[src/rtl/dma_pkg.sv]
package dma_pkg;

  typedef enum logic [1:0] {
    ST_IDLE  = 2'd0,
    ST_READ  = 2'd1,
    ST_WRITE = 2'd2
  } seq_state_e;

  localparam logic [2:0] RA_POFF = 3'd0;
  localparam logic [2:0] RA_RAM  = 3'd1;
  localparam logic [2:0] RA_CNT  = 3'd2;
  localparam logic [2:0] RA_MODE = 3'd3;
  localparam logic [2:0] RA_CTRL = 3'd4;

  localparam int CTRL_EN   = 0;
  localparam int CTRL_ACT  = 1;
  localparam int CTRL_GO   = 2;
  localparam int MODE_DIR  = 0;
  localparam int MODE_WORD = 1;

endpackage

[src/rtl/dma_regs.sv]
module dma_regs
  import dma_pkg::*;
#(
  parameter int REG_W = 16,
  parameter int AW    = 16,
  parameter int CW    = 16,
  parameter int OW    = 8
) (
  input  logic             clk,
  input  logic             rst_n,
  input  logic             reg_wr,
  input  logic [2:0]       reg_addr,
  input  logic [REG_W-1:0] reg_wdata,
  output logic [REG_W-1:0] reg_rdata,
  input  logic             step,
  output logic [OW-1:0]    poff,
  output logic [AW-1:0]    ram_addr,
  output logic             dir,
  output logic             word,
  output logic             enable,
  output logic             active,
  output logic             first_pend,
  output logic             sw_req,
  output logic             irq
);

  localparam logic [CW-1:0] CNT_ONE = CW'(1);
  localparam logic [AW-1:0] INC_B   = AW'(1);
  localparam logic [AW-1:0] INC_W   = AW'(2);

  logic [OW-1:0] poff_q, poff_d;
  logic [AW-1:0] ram_q, ram_d;
  logic [CW-1:0] cnt_q, cnt_d;
  logic          dir_q, dir_d, word_q, word_d;
  logic          en_q, en_d, act_q, act_d;
  logic          first_q, first_d, sw_q, sw_d, irq_q, irq_d;
  logic          wr_ctrl, last_item;

  assign wr_ctrl   = reg_wr && (reg_addr == RA_CTRL);
  assign last_item = (cnt_q == CNT_ONE);

  always_comb begin
    poff_d  = poff_q;
    ram_d   = ram_q;
    cnt_d   = cnt_q;
    dir_d   = dir_q;
    word_d  = word_q;
    en_d    = en_q;
    act_d   = act_q;
    first_d = first_q;
    sw_d    = 1'b0;
    irq_d   = step && last_item && act_q;

    if (reg_wr && reg_addr == RA_POFF) poff_d = reg_wdata[OW-1:0];
    if (reg_wr && reg_addr == RA_MODE) begin
      dir_d  = reg_wdata[MODE_DIR];
      word_d = reg_wdata[MODE_WORD];
    end

    if (reg_wr && reg_addr == RA_RAM) ram_d = reg_wdata[AW-1:0];
    else if (step) ram_d = ram_q + (word_q ? INC_W : INC_B);

    if (reg_wr && reg_addr == RA_CNT) cnt_d = reg_wdata[CW-1:0];
    else if (step) cnt_d = cnt_q - CNT_ONE;

    if (step) first_d = 1'b0;

    if (wr_ctrl) begin
      if (!act_q) en_d = reg_wdata[CTRL_EN];
      act_d = reg_wdata[CTRL_ACT] && en_d;
      if (!act_q && act_d) first_d = 1'b1;
      sw_d  = reg_wdata[CTRL_GO] && act_d;
    end

    if (step && last_item) act_d = 1'b0;
  end

  always_ff @(posedge clk or negedge rst_n) begin
    if (!rst_n) begin
      poff_q  <= '0;
      ram_q   <= '0;
      cnt_q   <= '0;
      dir_q   <= 1'b0;
      word_q  <= 1'b0;
      en_q    <= 1'b0;
      act_q   <= 1'b0;
      first_q <= 1'b0;
      sw_q    <= 1'b0;
      irq_q   <= 1'b0;
    end else begin
      poff_q  <= poff_d;
      ram_q   <= ram_d;
      cnt_q   <= cnt_d;
      dir_q   <= dir_d;
      word_q  <= word_d;
      en_q    <= en_d;
      act_q   <= act_d;
      first_q <= first_d;
      sw_q    <= sw_d;
      irq_q   <= irq_d;
    end
  end

  always_comb begin
    case (reg_addr)
      RA_POFF: reg_rdata = REG_W'(poff_q);
      RA_RAM:  reg_rdata = REG_W'(ram_q);
      RA_CNT:  reg_rdata = REG_W'(cnt_q);
      RA_MODE: reg_rdata = REG_W'({word_q, dir_q});
      RA_CTRL: reg_rdata = REG_W'({act_q, en_q});
      default: reg_rdata = '0;
    endcase
  end

  assign poff       = poff_q;
  assign ram_addr   = ram_q;
  assign dir        = dir_q;
  assign word       = word_q;
  assign enable     = en_q;
  assign active     = act_q;
  assign first_pend = first_q;
  assign sw_req     = sw_q;
  assign irq        = irq_q;

endmodule

[src/rtl/dma_seq.sv]
module dma_seq
  import dma_pkg::*;
#(
  parameter int            AW          = 16,
  parameter int            DW          = 16,
  parameter int            OW          = 8,
  parameter logic [AW-OW-1:0] PERIPH_PAGE = '1
) (
  input  logic          clk,
  input  logic          rst_n,
  input  logic          enable,
  input  logic          active,
  input  logic          first_pend,
  input  logic          sw_req,
  input  logic          hw_trig,
  input  logic          dir,
  input  logic          word,
  input  logic [OW-1:0] poff,
  input  logic [AW-1:0] ram_addr,
  input  logic          mem_ready,
  input  logic [DW-1:0] mem_rdata,
  output logic          mem_req,
  output logic          mem_we,
  output logic          mem_word,
  output logic [AW-1:0] mem_addr,
  output logic [DW-1:0] mem_wdata,
  output logic          step
);

  seq_state_e    st_q, st_d;
  logic [AW-1:0] src_q, src_d, dst_q, dst_d;
  logic [DW-1:0] data_q, data_d;
  logic          word_q, word_d;
  logic [AW-1:0] periph_addr;
  logic          start;

  assign periph_addr = {PERIPH_PAGE, poff};
  assign start = (st_q == ST_IDLE) && enable && active &&
                 (first_pend ? sw_req : hw_trig);

  always_comb begin
    st_d   = st_q;
    src_d  = src_q;
    dst_d  = dst_q;
    data_d = data_q;
    word_d = word_q;
    case (st_q)
      ST_IDLE: if (start) begin
        st_d   = ST_READ;
        src_d  = dir ? periph_addr : ram_addr;
        dst_d  = dir ? ram_addr : periph_addr;
        word_d = word;
      end
      ST_READ: if (mem_ready) begin
        data_d = mem_rdata;
        st_d   = ST_WRITE;
      end
      ST_WRITE: if (mem_ready) st_d = ST_IDLE;
      default: st_d = ST_IDLE;
    endcase
  end

  always_ff @(posedge clk or negedge rst_n) begin
    if (!rst_n) begin
      st_q   <= ST_IDLE;
      src_q  <= '0;
      dst_q  <= '0;
      data_q <= '0;
      word_q <= 1'b0;
    end else begin
      st_q   <= st_d;
      src_q  <= src_d;
      dst_q  <= dst_d;
      data_q <= data_d;
      word_q <= word_d;
    end
  end

  assign mem_req   = (st_q != ST_IDLE);
  assign mem_we    = (st_q == ST_WRITE);
  assign mem_word  = word_q;
  assign mem_addr  = (st_q == ST_WRITE) ? dst_q : src_q;
  assign mem_wdata = data_q;
  assign step      = (st_q == ST_WRITE) && mem_ready;

endmodule

[src/rtl/dma_chan.sv]
module dma_chan #(
  parameter int AW    = 16,
  parameter int DW    = 16,
  parameter int CW    = 16,
  parameter int OW    = 8,
  parameter int REG_W = 16,
  parameter logic [AW-OW-1:0] PERIPH_PAGE = '1
) (
  input  logic             clk,
  input  logic             rst_n,
  input  logic             reg_wr,
  input  logic [2:0]       reg_addr,
  input  logic [REG_W-1:0] reg_wdata,
  output logic [REG_W-1:0] reg_rdata,
  input  logic             hw_trig,
  output logic             mem_req,
  output logic             mem_we,
  output logic             mem_word,
  output logic [AW-1:0]    mem_addr,
  output logic [DW-1:0]    mem_wdata,
  input  logic [DW-1:0]    mem_rdata,
  input  logic             mem_ready,
  output logic             done_irq
);

  logic [1:0]    rst_sync;
  logic          rst_q;
  logic [OW-1:0] poff_w;
  logic [AW-1:0] ram_w;
  logic          dir_w, word_w, en_w, act_w, first_w, sw_w, step_w;

  always_ff @(posedge clk or negedge rst_n) begin
    if (!rst_n) rst_sync <= 2'b00;
    else        rst_sync <= {rst_sync[0], 1'b1};
  end
  assign rst_q = rst_sync[1];

  dma_regs #(.REG_W(REG_W), .AW(AW), .CW(CW), .OW(OW)) u_regs (
    .clk        (clk),
    .rst_n      (rst_q),
    .reg_wr     (reg_wr),
    .reg_addr   (reg_addr),
    .reg_wdata  (reg_wdata),
    .reg_rdata  (reg_rdata),
    .step       (step_w),
    .poff       (poff_w),
    .ram_addr   (ram_w),
    .dir        (dir_w),
    .word       (word_w),
    .enable     (en_w),
    .active     (act_w),
    .first_pend (first_w),
    .sw_req     (sw_w),
    .irq        (done_irq)
  );

  dma_seq #(.AW(AW), .DW(DW), .OW(OW), .PERIPH_PAGE(PERIPH_PAGE)) u_seq (
    .clk        (clk),
    .rst_n      (rst_q),
    .enable     (en_w),
    .active     (act_w),
    .first_pend (first_w),
    .sw_req     (sw_w),
    .hw_trig    (hw_trig),
    .dir        (dir_w),
    .word       (word_w),
    .poff       (poff_w),
    .ram_addr   (ram_w),
    .mem_ready  (mem_ready),
    .mem_rdata  (mem_rdata),
    .mem_req    (mem_req),
    .mem_we     (mem_we),
    .mem_word   (mem_word),
    .mem_addr   (mem_addr),
    .mem_wdata  (mem_wdata),
    .step       (step_w)
  );

endmodule

[config.mk]
export PLATFORM = sky130hd
export DESIGN_NAME = dma_chan
export DESIGN_NICKNAME = d
export VERILOG_FILES = /design/src/rtl/dma_pkg.sv /design/src/rtl/dma_regs.sv /design/src/rtl/dma_seq.sv /design/src/rtl/dma_chan.sv
export SDC_FILE = /design/constraint.sdc
export NUM_CORES = 1
export LEC_CHECK = 0
export BUFFER_PORTS_ARGS = -buffer_cell sky130_fd_sc_hd__clkbuf_2
export CORE_MARGIN = 3
export CORE_UTILIZATION = 45
export DETAILED_ROUTE_END_ITERATION = 7
export HOLD_SLACK_MARGIN = 0.06
export PLACE_DENSITY = 0.79
export SYNTH_ARGS = -nofsm -noshare
export SYNTH_HDL_FRONTEND = slang
export SYNTH_SLANG_ARGS = --single-unit
[constraint.sdc]
create_clock -name clk -period 2.9 [get_ports clk]
set_clock_uncertainty 0.2 [all_clocks]
set_input_delay 0.435 -clock clk [delete_from_list [all_inputs] [get_ports clk]]
set_output_delay 0.435 -clock clk [all_outputs]
set_load 0.05 [all_outputs]
== Yosys cells after proc, flatten, opt, wreduce, memory -nomap -nowiden ==
Index checks and enable logic that the tools add are counted.

* Register bits: 100
* Input port bits: 40
* Output and inout bits: 52
* Word-level logic and storage cells: 74

* Add/subtract/negate cells: 2
* Equality and inequality tests: 10
* Multiplexer cells: 22
* Reduce and logical (&&, ||, !) cells: 24

{| class="wikitable"
|+ Operator list
! cell !! count
|-
| 16-bit 2-to-1 mux || 7
|-
| 16-bit one-hot mux with 5 select lines || 1
|-
| 16-bit adder || 1
|-
| 16-bit by 1-bit equality test with 1-bit output, second input constant || 1
|-
| 16-bit by 1-bit subtractor with 16-bit output, second input constant || 1
|-
| 1-bit logical AND || 14
|-
| 1-bit 2-to-1 mux || 9
|-
| 2-bit 2-to-1 mux || 4
|-
| 2-bit nonzero test || 4
|-
| 3-bit by 2-bit equality test with 1-bit output, second input constant || 2
|-
| 2-bit one-hot mux with 3 select lines || 1
|-
| 2-bit by 1-bit != test with 1-bit output, second input constant || 2
|-
| 2-bit AND reduction || 2
|-
| 3-bit by 1-bit equality test with 1-bit output, second input constant || 1
|-
| 3-bit equality test, second input constant || 1
|-
| 3-bit zero test || 1
|-
| 3-bit AND reduction || 1
|-
| 2-bit by 1-bit equality test with 1-bit output, second input constant || 1
|-
| 2-bit equality test, second input constant || 1
|-
| 2-bit zero test || 1
|-
| 2-bit != test, second input constant || 1
|-
| 1-bit zero test || 1
|}

== Longest topological paths before layout ==
* Word-level depth: 7
* Gate-level depth with buffers: 8

== Hierarchy ==
A second synthesis with hierarchy kept.

* Cells, all modules: 489
* Area, all modules: 5271.3 µm²

{| class="wikitable"
|+ By module, submodules not included
! module !! instances !! cells each !! area an instance (µm²) !! sequential area each (µm²)
|-
| dma_regs || 1 || 308 || 2786.4 || 1176.1
|-
| dma_seq || 1 || 178 || 2431.1 || 1276.2
|-
| dma_chan || 1 || 3 || 53.8 || 50.0
|}

== Worst setup path after synthesis ==
OpenSTA, ideal clock, no wires.

* Path kind: register to output
* From: register u_regs.dir_q (netlist: u_regs.dir)
* To: output reg_rdata[0]
* Data arrival time: 2.215 ns
* Slack: 0.050 ns
* Stages on the path, launching flop included: 5
* Cells stage by stage: dfrtp_1 clkbuf_1 clkbuf_1 mux2i_1 o31ai_1

* Cells in the longest elaborated chain, start to end: 1

{| class="wikitable"
|+ Ends and longest elaborated chain
! element !! RTL line !! source
|-
| from (decl) || dma_regs.sv:34 || <nowiki>logic dir_q, dir_d, word_q, word_d;</nowiki>
|-
| from (signal assigned) || dma_regs.sv:94 || <nowiki>dir_q <= dir_d;</nowiki>
|-
| 16-bit one-hot mux with 5 select lines || dma_regs.sv:105 || <nowiki>case (reg_addr)</nowiki>
|-
| to (decl) || dma_chan.sv:14 || <nowiki>output logic [REG_W-1:0] reg_rdata,</nowiki>
|}

Every way passes these cells.

== Worst setup path in the final report ==
* From: input reg_addr[0]
* To: output reg_rdata[0]

* Cells in the longest elaborated chain, start to end: 2
* Elaborated cells on any way between the ends: 6

{| class="wikitable"
|+ Ends and longest elaborated chain
! element !! RTL line !! source
|-
| from (decl) || dma_chan.sv:12 || <nowiki>input logic [2:0] reg_addr,</nowiki>
|-
| 3-bit equality test (tied with other cells) || dma_regs.sv:105 ||
|-
| 16-bit one-hot mux with 5 select lines (*) || dma_regs.sv:105 ||
|}

Every way passes the cells marked *; elsewhere a longest branch is shown, timed or not.

==> flow_metrics.py <==
metrics = {
    "yosys": {
        "synth-seq-cells": 100,
        "yosysWarnings": 0,
        "ys_types": 49,
        "ys.flop_type": "dfrtp_1",
        "synth_edf_count": 0,
        "ys_seq_area_share_pct": 48.57,
        "async_flop_share_pct": 100.0,
        "synthesis.area_sq_um": 5152,
        "synth_top_area_share_pct": 48.57,
        "synth_cells": 518,
        "syn_nets": 563,
        "synth.area.top_cells": "dfrtp_1 (49%), mux2_2 (9.6%), nor2_1 (5.8%)",
        "yosysTopAreaCell": "dfrtp_1",
        "syn_avg_cell_area_sq_um": 9.947,
    },
    "worst_setup_path": {
        "cp_max_fo": 11,
        "start_kind": "primary input",
        "r2r-start": "u_regs.word",
        "rr_endpoint": "u_regs.ram_addr[14]",
        "end_kind": "output port",
        "critical_path_required_ps": 2270,
        "cp.arrival_ps": 1860,
        "rr_worst_depth": 9,
        "crit_type": "primary input to output port",
        "ff2ff_setup_slack_ps": 610,
    },
    "pwr": {
        "power_density_nw_per_um2": 993.3,
        "p_int_w": 0.003364,
        "leakage_nw": 2.717,
        "p_sw_w": 0.002645,
        "switching_share_pct": 44.02,
        "ir_drop_mv": 0.4575,
        "p_clk_share_pct": 19.2,
        "seq_power_share_pct": 39.1,
        "comb_power_share_pct": 41.7,
    },
    "sta": {
        "report.final.hold_viol_count": 0,
        "finalWorstPathRequiredPeriod_ps": 2500,
        "slew_viol_final": 0,
        "fin_setup_tns_ps": 0,
        "rsz0062_at_grt": "false",
        "relSlewSlack_pct": 47.43,
        "finalWorstSetupSlack_ps": 400.2,
        "tightest_slew_ps": 786.4,
        "timing.fmax_ghz": 0.4000,
        "fin_crit_sh_pct": 86.20,
        "finalSetupViolCount": 0,
        "holdWs_ps": 108.9,
    },
    "placed_design": {
        "pre_cts_slack_ps": 474.2,
        "dp_hpwl_mm": 8.940,
        "globalplace.congestion": 0.8526,
        "io_buffer_count": 91,
    },
    "die": {
        "die_h_microns": 113.0,
        "start_util_pct": 46.71,
        "die_area_sq_um": 12770,
        "row_count": 38,
        "die_x_microns": 113.0,
        "core_area_sq_um": 11030,
        "ios": 92,
    },
    "global_route": {
        "grt_antenna_before_repair": 0,
        "grt_pass1_wl_mm": 20.69,
        "grt_overflow": 0,
        "grt.total_usage_pct": 20.06,
        "grt_pass1_vias": 4170,
        "grt_max_degree": 67,
    },
    "routing": {
        "met3_length_microns": 565,
        "met1_length_mm": 5.516,
        "drt-total-wl_mm": 12.28,
        "final_antenna_net_count": 0,
        "dr.max_layer_used": "met4",
        "drt_iter0_drc": 275,
        "via_per_inst": 5.475,
        "routedWlPerCell_microns": 16.47,
        "drc": 0,
        "vias": 4084,
        "drt_first_pass_iters": 5,
        "wl_met2_mm": 5.937,
    },
    "clock_network": {
        "cts_root_buf": "clkbuf_16",
        "clock_path_buffers": 2,
        "numCtsBuffers": 9,
        "cts_sinks": 100,
        "cts_tree": "done",
        "cts_setup_buffers": 0,
        "path_clk_slew_ps": 70,
        "worst_skew_pair.late_latency_ps": 340,
        "h-tree-depth": 3,
    },
    "cells_and_area": {
        "multi_input_area_sq_um": 2446,
        "fin_util_pct": 54.84,
        "final-seq-area_sq_um": 2506,
        "syn2layout_area_growth_pct": 17.41,
        "diodes": 0,
        "nFillCells": 988,
        "num-nets-final": 646,
        "drive_above_1_share_pct": 29.37,
    },
    "hold_path": {
        "hp-class": "register to async pin",
    },
    "flow_run": {
        "maxCapViolations": 0,
    },
    "status": {
        "outcome": "finished, final reports clean",
    },
}
-- worst max-delay path by stage --
stage / slack (ps) / cells past startpoint / to / start
3_5_place_dp: 470 / 6 / reg_rdata[15] / reg_addr[0]
2_1_floorplan: 50 / 4 / reg_rdata[0] / u_regs.dir
5_1_grt: 250 / 6 / reg_rdata[15] / reg_addr[0]
6_report: 400 / 5 / reg_rdata[0] / reg_addr[0]
3_3_place_gp: 510 / 6 / reg_rdata[15] / reg_addr[0]
4_1_cts: 370 / 4 / mem_addr[8] / u_seq.st_q[0]
-- through the flow --
| stage | area [sq um] | std cells | power (W) |
|---|---|---|---|
| finish | 6050 | 746 | 0.006009 |
| global route | 6050 | 746 | 0.006364 |
| floorplan | 5154 | 518 | 0.004243 |
| CTS | 6050 | 746 | 0.006043 |
| detailed placement | 5749 | 729 | 0.004871 |
| global placement | 5749 | 729 | 0.004779 |
-- registers in the layout, summed over array words and instances, names as in the netlist, 2 cells and up --
name	flops
u_seq.st_q	2
u_regs.ram_addr	16
u_seq.src_q	16
u_regs.cnt_q	16
u_regs.poff	8
u_seq.dst_q	16
u_seq.mem_wdata	16
rst_sync	2
-- cell families after synthesis --
| family | count (synthesis) | share of synthesized area (%) |
|---|---|---|
| compound gates | 89 | 9.908 |
| xor+xnor | 29 | 4.930 |
| fa+ha+maj | 5 | 1.360 |
| buf+inv | 50 | 4.055 |
| flops | 100 | 48.57 |
| mux | 71 | 15.10 |
| other cells | 1 | 0.07278 |
| simple gates | 173 | 16.00 |
-- power by group through the flow --
stage               Combinational, W  Clock, W  Sequential [W]
floorplan                    0.00159         0         0.00265
finish                       0.00251   0.00115         0.00235
global route                 0.00270   0.00124         0.00243
detailed placement           0.00251         0         0.00236
CTS                          0.00252   0.00117         0.00234
global placement             0.00245         0         0.00233
-- placed cells by master (no fill, tap or decap), types with 6 or more instances in the layout --
cell type / netlist / layout
a21oi_1: 31 / 31
a22oi_1: 8 / 8
a31oi_1: 14 / 14
buf_4: 3 / 10
clkbuf_16: 0 / 9
clkbuf_2: 1 / 91
dfrtp_1: 100 / 99
inv_1: 18 / 18
mux2_2: 44 / 44
mux2i_1: 26 / 26
nand2_1: 43 / 43
nand3_1: 9 / 9
nand4_1: 9 / 9
nor2_1: 79 / 79
nor3_1: 7 / 6
o21ai_0: 24 / 24
xnor2_1: 16 / 16
xor2_1: 13 / 13
-- timing repair --
action                                 CTS  global route
endpoints found under the hold margin    2             0
hold buffers                             1             0
gates resized for setup                  0             0
-- worst max-delay path, stage by stage --
cell,delay [ps]
clkbuf_2,280
clkinv_1,160
buf_4,190
o31ai_1,430
clkbuf_2,370
-- synthesized netlist by cell type, types with 2 or more instances --
library cell	n
xnor2_1	16
xor2_1	13
o21ai_2	4
inv_1	18
nor2_1	79
buf_2	7
a22oi_1	8
buf_4	3
and2_1	4
a31oi_1	14
a21o_1	2
ha_1	4
nor3_1	7
o21ai_0	24
o21ai_1	3
clkbuf_1	19
mux2_2	44
nand2b_1	2
dfrtp_1	100
a21oi_1	31
nand2_1	43
nor2b_1	2
nand3_1	9
mux2i_1	26
nand4_1	9
nor4_1	4
-- layout make-up --
type	count	area share [%]
Clock buffer	13	4.467
Clock inverter	3	0.3309
Inverter	19	1.179
Multi-Input combinational cell	368	40.43
Sequential cell	100	41.43
Tap cell	140	2.896
Timing Repair Buffer	103	9.266
-- layer usage --
layer	vias up	track usage [%]
met5	-	0
li1	1951	-
met2	128	32.82
met4	0	8.734
met3	18	2.460
met1	1987	27.00
Note: power is estimated with default switching activity, not from simulation.
